===== src/rtl/sgr_rescale_pkg.sv =====
package sgr_rescale_pkg;

    // Sequencing phases of one index group
    typedef enum logic [2:0] {
        PH_DIAG,   // waiting for the diagonal term
        PH_REQ,    // issuing the reciprocal square root request
        PH_WAIT,   // waiting for the factor
        PH_EMIT,   // emitting the rescaled diagonal
        PH_ROW     // streaming the remaining 2N-1 terms
    } phase_e;

    // Round half toward +inf, then drop fb fractional bits
    function automatic logic signed [63:0] round_half_up(
        input logic signed [63:0] p,
        input int unsigned        fb
    );
        logic signed [63:0] half;
        half = 64'sd1 <<< (fb - 1);
        return (p + half) >>> fb;
    endfunction

endpackage


===== src/rtl/sgr_rescale_mul.sv =====
module sgr_rescale_mul
    import sgr_rescale_pkg::*;
#(
    parameter int W = 24,
    parameter int F = 12
) (
    input  logic signed [W-1:0] a,
    input  logic signed [W-1:0] b,
    input  logic                pass,
    output logic signed [W-1:0] y
);
    localparam logic signed [63:0] POS_LIM = (64'sd1 <<< (W - 1)) - 64'sd1;
    localparam logic signed [63:0] NEG_LIM = -POS_LIM;

    logic signed [2*W-1:0] prod;
    logic signed [63:0]    wide;
    logic signed [63:0]    rnd;

    // The single shared multiplier of the block
    always_comb begin
        prod = a * b;
        wide = {{(64 - 2*W){prod[2*W-1]}}, prod};
        rnd  = round_half_up(wide, F);
        if (pass)
            y = a;
        else if (rnd > POS_LIM)
            y = POS_LIM[W-1:0];
        else if (rnd < NEG_LIM)
            y = NEG_LIM[W-1:0];
        else
            y = rnd[W-1:0];
    end

endmodule


===== src/rtl/sgr_rescale_ctrl.sv =====
module sgr_rescale_ctrl
    import sgr_rescale_pkg::*;
#(
    parameter int N = 4,
    parameter int W = 24
) (
    input  logic         clk,
    input  logic         rst,
    input  logic         in_valid,
    input  logic [W-1:0] in_data,
    output logic         in_ready,
    input  logic         slot_free,
    output logic         isr_req,
    output logic [W-1:0] isr_arg,
    input  logic         isr_rsp_valid,
    input  logic [W-1:0] isr_rsp_data,
    output logic [W-1:0] op_a,
    output logic [W-1:0] factor,
    output logic         pass,
    output logic         load,
    output logic         load_last,
    output logic         err
);
    localparam int BEATS = 2 * N;
    localparam int CW    = $clog2(BEATS);
    localparam int IW    = (N > 1) ? $clog2(N) : 1;

    phase_e        phase;
    logic [W-1:0]  diag_q;
    logic [W-1:0]  factor_q;
    logic          pass_q;
    logic [CW-1:0] cnt;
    logic [IW-1:0] idx;
    logic          err_q;

    logic acc;
    logic diag_bad;
    logic beat_end;

    always_comb begin
        in_ready  = (phase == PH_DIAG) || ((phase == PH_ROW) && slot_free);
        acc       = in_valid && in_ready;
        diag_bad  = in_data[W-1] || (in_data == '0);
        beat_end  = (cnt == CW'(BEATS - 1));
        load      = ((phase == PH_EMIT) && slot_free) || ((phase == PH_ROW) && acc);
        load_last = (phase == PH_ROW) && beat_end && (idx == IW'(N - 1));
        op_a      = (phase == PH_EMIT) ? diag_q : in_data;
        isr_req   = (phase == PH_REQ);
        isr_arg   = diag_q;
        factor    = factor_q;
        pass      = pass_q;
        err       = err_q;
    end

    always_ff @(posedge clk) begin
        if (rst) begin
            phase    <= PH_DIAG;
            diag_q   <= '0;
            factor_q <= '0;
            pass_q   <= 1'b0;
            cnt      <= '0;
            idx      <= '0;
            err_q    <= 1'b0;
        end else begin
            unique case (phase)
                PH_DIAG: if (acc) begin
                    diag_q <= in_data;
                    pass_q <= diag_bad;
                    err_q  <= (idx == '0) ? diag_bad : (err_q | diag_bad);
                    phase  <= diag_bad ? PH_EMIT : PH_REQ;
                end
                PH_REQ:  phase <= PH_WAIT;
                PH_WAIT: if (isr_rsp_valid) begin
                    factor_q <= isr_rsp_data;
                    phase    <= PH_EMIT;
                end
                PH_EMIT: if (slot_free) begin
                    cnt   <= CW'(1);
                    phase <= PH_ROW;
                end
                PH_ROW: if (acc) begin
                    if (beat_end) begin
                        cnt   <= '0;
                        idx   <= (idx == IW'(N - 1)) ? '0 : idx + IW'(1);
                        phase <= PH_DIAG;
                    end else begin
                        cnt <= cnt + CW'(1);
                    end
                end
                default: phase <= PH_DIAG;
            endcase
        end
    end


    isr_pulse_chk: assert property (@(posedge clk) disable iff (rst)
        isr_req |=> !isr_req);


    err_rise_chk: assert property (@(posedge clk) disable iff (rst)
        $rose(err_q) |-> $past(in_valid && in_ready));

endmodule


===== src/rtl/sgr_rescale_obuf.sv =====
module sgr_rescale_obuf #(
    parameter int W = 24
) (
    input  logic         clk,
    input  logic         rst,
    input  logic         load,
    input  logic [W-1:0] d,
    input  logic         d_last,
    input  logic         d_pass,
    input  logic         out_ready,
    output logic         out_valid,
    output logic [W-1:0] out_data,
    output logic         slot_free,
    output logic         done
);
    logic         v_q;
    logic [W-1:0] data_q;
    logic         last_q;
    logic         pass_q;
    logic         done_q;

    assign slot_free = !v_q || out_ready;
    assign out_valid = v_q;
    assign out_data  = data_q;
    assign done      = done_q;

    always_ff @(posedge clk) begin
        if (rst) begin
            v_q    <= 1'b0;
            data_q <= '0;
            last_q <= 1'b0;
            pass_q <= 1'b0;
            done_q <= 1'b0;
        end else begin
            done_q <= v_q && out_ready && last_q;
            if (load) begin
                v_q    <= 1'b1;
                data_q <= d;
                last_q <= d_last;
                pass_q <= d_pass;
            end else if (out_ready) begin
                v_q <= 1'b0;
            end
        end
    end


    hold_chk: assert property (@(posedge clk) disable iff (rst)
        (v_q && !out_ready) |=> (v_q && $stable(data_q)));


    done_pulse_chk: assert property (@(posedge clk) disable iff (rst)
        done_q |=> !done_q);


    done_src_chk: assert property (@(posedge clk) disable iff (rst)
        done_q |-> $past(v_q && out_ready && last_q));


    no_overflow_chk: assert property (@(posedge clk) disable iff (rst)
        (v_q && !pass_q) |-> (data_q != {1'b1, {(W-1){1'b0}}}));

endmodule


===== src/rtl/sgr_rescale.sv =====
module sgr_rescale
    import sgr_rescale_pkg::*;
#(
    parameter int N = 4,
    parameter int W = 24,
    parameter int F = 12
) (
    input  logic         clk,
    input  logic         rst,
    input  logic         in_valid,
    output logic         in_ready,
    input  logic [W-1:0] in_data,
    output logic         out_valid,
    input  logic         out_ready,
    output logic [W-1:0] out_data,
    output logic         isr_req,
    output logic [W-1:0] isr_arg,
    input  logic         isr_rsp_valid,
    input  logic [W-1:0] isr_rsp_data,
    output logic         err,
    output logic         done
);
    logic         slot_free;
    logic [W-1:0] op_a;
    logic [W-1:0] factor;
    logic         pass;
    logic         load;
    logic         load_last;
    logic [W-1:0] scaled;

    sgr_rescale_ctrl #(.N(N), .W(W)) u_ctrl (
        .clk           (clk),
        .rst           (rst),
        .in_valid      (in_valid),
        .in_data       (in_data),
        .in_ready      (in_ready),
        .slot_free     (slot_free),
        .isr_req       (isr_req),
        .isr_arg       (isr_arg),
        .isr_rsp_valid (isr_rsp_valid),
        .isr_rsp_data  (isr_rsp_data),
        .op_a          (op_a),
        .factor        (factor),
        .pass          (pass),
        .load          (load),
        .load_last     (load_last),
        .err           (err)
    );

    sgr_rescale_mul #(.W(W), .F(F)) u_mul (
        .a    (op_a),
        .b    (factor),
        .pass (pass),
        .y    (scaled)
    );

    sgr_rescale_obuf #(.W(W)) u_obuf (
        .clk       (clk),
        .rst       (rst),
        .load      (load),
        .d         (scaled),
        .d_last    (load_last),
        .d_pass    (pass),
        .out_ready (out_ready),
        .out_valid (out_valid),
        .out_data  (out_data),
        .slot_free (slot_free),
        .done      (done)
    );

endmodule


===== config.mk =====
export PLATFORM = sky130hd
export DESIGN_NAME = sgr_rescale
export DESIGN_NICKNAME = d
export VERILOG_FILES = /design/src/rtl/sgr_rescale_pkg.sv /design/src/rtl/sgr_rescale_mul.sv /design/src/rtl/sgr_rescale_ctrl.sv /design/src/rtl/sgr_rescale_obuf.sv /design/src/rtl/sgr_rescale.sv
export SDC_FILE = /design/constraint.sdc
export NUM_CORES = 2
export LEC_CHECK = 0
export BUFFER_PORTS_ARGS = -buffer_cell sky130_fd_sc_hd__buf_2
export CORE_MARGIN = 1.5
export CORE_UTILIZATION = 50
export DETAILED_ROUTE_END_ITERATION = 8
export PLACE_DENSITY = 0.74
export SKIP_LAST_GASP = 1
export SLEW_MARGIN = 10
export SYNTH_ARGS = -nofsm -noshare
export SYNTH_HDL_FRONTEND = slang
export SYNTH_SLANG_ARGS = --single-unit

===== constraint.sdc =====
create_clock -name clk -period 16.5 [get_ports clk]
set_input_delay 4.95 -clock clk [delete_from_list [all_inputs] [get_ports clk]]
set_output_delay 4.95 -clock clk [all_outputs]
set_load 0.01 [all_outputs]

==> summary.md <==
| Metric | Value |
|---|---|
| Run status | finished, final reports clean |
| Cell with the most instances after synthesis | inv_1 |
| Die outline area | 52500 sq um |
| Critical path start-end classification | in2reg |
| Initial standard-cell utilization of the core | 50.8% |
| Cell type group with the largest total delay on the critical path | adder cells |
| Height of the die | 229 um |
| Clock buffers created by TritonCTS | 9 |
| Library cell occupying the most area in the post-synthesis netlist | fa_1 |
| Final instance count without filler cells | 3613 |
| Post-cts gate resize count | 0 |
| Clk_skew | 0.0129 ns |
| DPL Wire Length | 56000 um |
| Aggregate global routing overflow | 0 |
| Clock tree root driver cell | clkbuf_16 |
| Number of enable-type register cells in the synthesized netlist | 0 |
| Worst EP arrival | 14.61 ns |
| Post-layout utilization of the core | 53.6% |
| Mapped cell area | 25600 sq um |
| Count of synthesis-stage warnings from yosys | 0 |
| Gate Count Post-Synth | 2925 |
| Number of iterations in the first detailed-routing pass | 7 |
| Part of the Yosys area used for sequential elements | 6.65% |
| Vias after detailed routing | 19900 |
| Period Utilization, post-route | 87.0% |
| Hold bufs inserted after CTS | 0 |
| First-pass GRT wire length | 112000 um |
| Clock latency on the worst-skew pair | 0.36 ns |
| # setup viols final | 0 |
| Routability-driven placement congestion ratio | 0.966 |
| Iteration-0 DRC Markers | 1485 |
| H-tree depth | 3 |
| Highest fanout seen on the critical path | 25 |
| Final Max Slew Viols | 0 |
| Transition time at the pin with the least slew margin | 1.20 ns |
| Largest net degree at the start of global routing | 66 |
| Clock sink total | 85 |
| Critical Path Max Stage Delay | 0.89 ns |
| Count of unique library cells instantiated by Yosys | 71 |
| Area of the core region | 50400 sq um |
| Post-synth ARST share | 0% |
| Reg-to-Reg Start | u_ctrl.phase[2] |
| Via count of the first global-routing pass | 22000 |
| Global-route usage over all layers | 26.8% |
| Worst hold path class | reg2reg |
| Type of element capturing the critical path | flop |
| End point of the worst hold path | u_obuf.out_data[2] |
| CTS tree | yes |
| Final net count | 3736 |
| Top cell types by occurrence after synthesis | 623 x inv_1, 614 x fa_1, 519 x nand2_1 |
| Crit path buffers/inverters | 7 |
| Final worst path period need | 14.36 ns |
| Worst IR drop on VDD | 66.1 uV |
| Critical Path Slowest Stage Cell | nor2_1 |
| Post-Route Setup TNS | 0 ns |
| Launching element type of the critical path | input pin |
| Setup repair after global routing missed its margin | false |
| Clock input transition at the sequential cells of the worst setup and hold paths | 0.07 ns |
| Reg-to-reg critical path endpoint | u_obuf.out_data[20] |
| Number of placed instances, taps included | 3596 |
| Count of antenna-violating nets left after detailed routing | 0 |
| Area contributors post-synth | fa_1 48%, inv_1 9.1%, nand2_1 7.6% |
| Synth top area share | 48.0% |
| Final-report hold violation count | 0 |
| X dimension of the die | 229 um |
| Average size of a mapped cell | 8.75 sq um |
| Maximum capacitance violations | 0 |
| Power Dens Cells | 88.7 nW/um^2 |
| Most common cell type on the critical path | fa_1 |
| Synthesized flop and latch total | 85 |
| Required time reported for the critical path endpoint | 16.75 ns |
| Number of design rule violations left after detail routing | 0 |
| Predominant post-synthesis flop cell | dfxtp_1 |
| Site Rows | 82 |
| Number of cells traversed by the worst hold path | 2 |
| Clk buf depth | 2 |
| Final-layout fill cell count | 4572 |
| Tightest slew margin relative to the limit | 19.7% |
| Number of input and output port buffers inserted | 105 |
| Worst hold path startpoint | u_obuf.out_data[2] |
| Post-CTS setup buffer count | 0 |
| Initial antenna violation count | 0 |
| Routed Wire Length | 67500 um |
| Static leakage | 13.6 nW |
| Fraction of final layout cells sized beyond drive strength 1 | 6.63% |
| Number of cells traversed by the worst register-to-register path | 31 |
| Worst reg2reg setup slack | 5.72 ns |
| Synth-to-Final Area Change | 5.61% |
| Number of top-level design ports | 106 |
| Routed via count divided by cell count | 5.50 |
| Average wire per cell in the routed design | 18.7 um |
| Fmax | 69.7 MHz |
| Post-synth net total | 3726 |
==> cell families after synthesis <==
group | count (synthesis) | synth area share [%]
AO/OA/AOI/OAI | 286 | 6.99
adder cells (fa/ha/maj) | 748 | 54.6
buffers and inverters | 772 | 11.4
AND/OR/NAND/NOR | 980 | 18.4
flip-flops | 85 | 6.65
multiplexers | 9 | 0.377
XOR/XNOR | 45 | 1.54
==> through the flow <==
step / hold slack (ns) / setup slack [ns] / area (sq um) / total power [mW]
floorplan: 0.428 / 3.64 / 25600 / 1.62
global placement: 0.437 / 1.84 / 26700 / 2.11
detailed placement: 0.451 / 1.75 / 26700 / 2.14
CTS: 0.459 / 2.04 / 27000 / 2.39
global route: 0.481 / 1.60 / 27000 / 2.62
finish: 0.454 / 2.14 / 27000 / 2.40
==> sequential cells by signal, indices dropped and copies added, names as in the netlist <==
signal	count
u_ctrl.factor	24
u_obuf.out_data	24
u_ctrl.err	1
u_obuf.last_q	1
u_ctrl.pass	1
u_ctrl.idx	2
u_ctrl.isr_arg	24
u_obuf.done	1
u_ctrl.cnt	3
u_ctrl.phase	3
u_obuf.out_valid	1
==> tightest hold or removal path, cell delays in order (launching register included) <==
cell	delay [ns]
dfxtp_1	0.31
nand2_1	0.05
o21ai_1	0.05
==> worst max path at each step <==
stage / start / endpoint / slack [ns] / cells after the start
after floorplan: in_data[23] / u_obuf.out_data[17] / 3.64 / 30
after global placement: in_data[16] / u_obuf.out_data[20] / 1.84 / 30
after detailed placement: in_data[16] / u_obuf.out_data[20] / 1.75 / 30
after CTS: in_data[16] / u_obuf.out_data[20] / 2.04 / 30
after global routing: in_data[23] / u_obuf.out_data[20] / 1.60 / 30
final: in_data[23] / u_obuf.out_data[20] / 2.14 / 30
==> report_power, final <==
group / switching [mW] / leakage [nW] / internal [mW]
registers: 0.0415 / 0.692 / 0.232
clock network: 0.0938 / 0.154 / 0.134
logic: 1.21 / 12.7 / 0.685
==> area by class of cell <==
class / instances / area [sq um] / share of cell area, %
Timing Repair Buffer: 146 / 833 / 3.08
Clock buffer: 10 / 229 / 0.847
Sequential cell: 85 / 1700 / 6.30
Clock inverter: 6 / 93.8 / 0.347
Multi-Input combinational cell: 2068 / 21000 / 77.6
Antenna cell: 1 / 2.50 / 0.00926
Tap cell: 672 / 841 / 3.11
Inverter: 625 / 2350 / 8.68
==> routing by layer <==
| layer | GRT usage, % | wire length, um |
|---|---|---|
| met1 | 33.8 | 26500 |
| met2 | 48.3 | 34900 |
| met3 | 3.40 | 4240 |
| met4 | 7.42 | 1850 |
| met5 | 0 | 0 |
==> layout by cell type (no fill, tap or decap), drive strengths merged, types with 10 or more instances in the layout <==
| cell | netlist | final |
|---|---|---|
| inv | 624 | 626 |
| fa | 614 | 614 |
| nand2 | 519 | 519 |
| and2 | 277 | 277 |
| buf | 12 | 146 |
| ha | 134 | 134 |
| a21oi | 119 | 119 |
| dfxtp | 85 | 85 |
| o21ai | 64 | 64 |
| nor2 | 62 | 62 |
| xnor2 | 29 | 29 |
| nand4 | 25 | 25 |
| a32o | 21 | 21 |
| or2 | 19 | 19 |
| a21o | 17 | 17 |
| xor2 | 16 | 16 |
| nand3 | 12 | 12 |
| nor3 | 12 | 12 |
| nor4 | 11 | 11 |
| o21bai | 10 | 10 |
| clkbuf | 135 | 10 |
No activity file was read; power rests on OpenSTA's default activity.
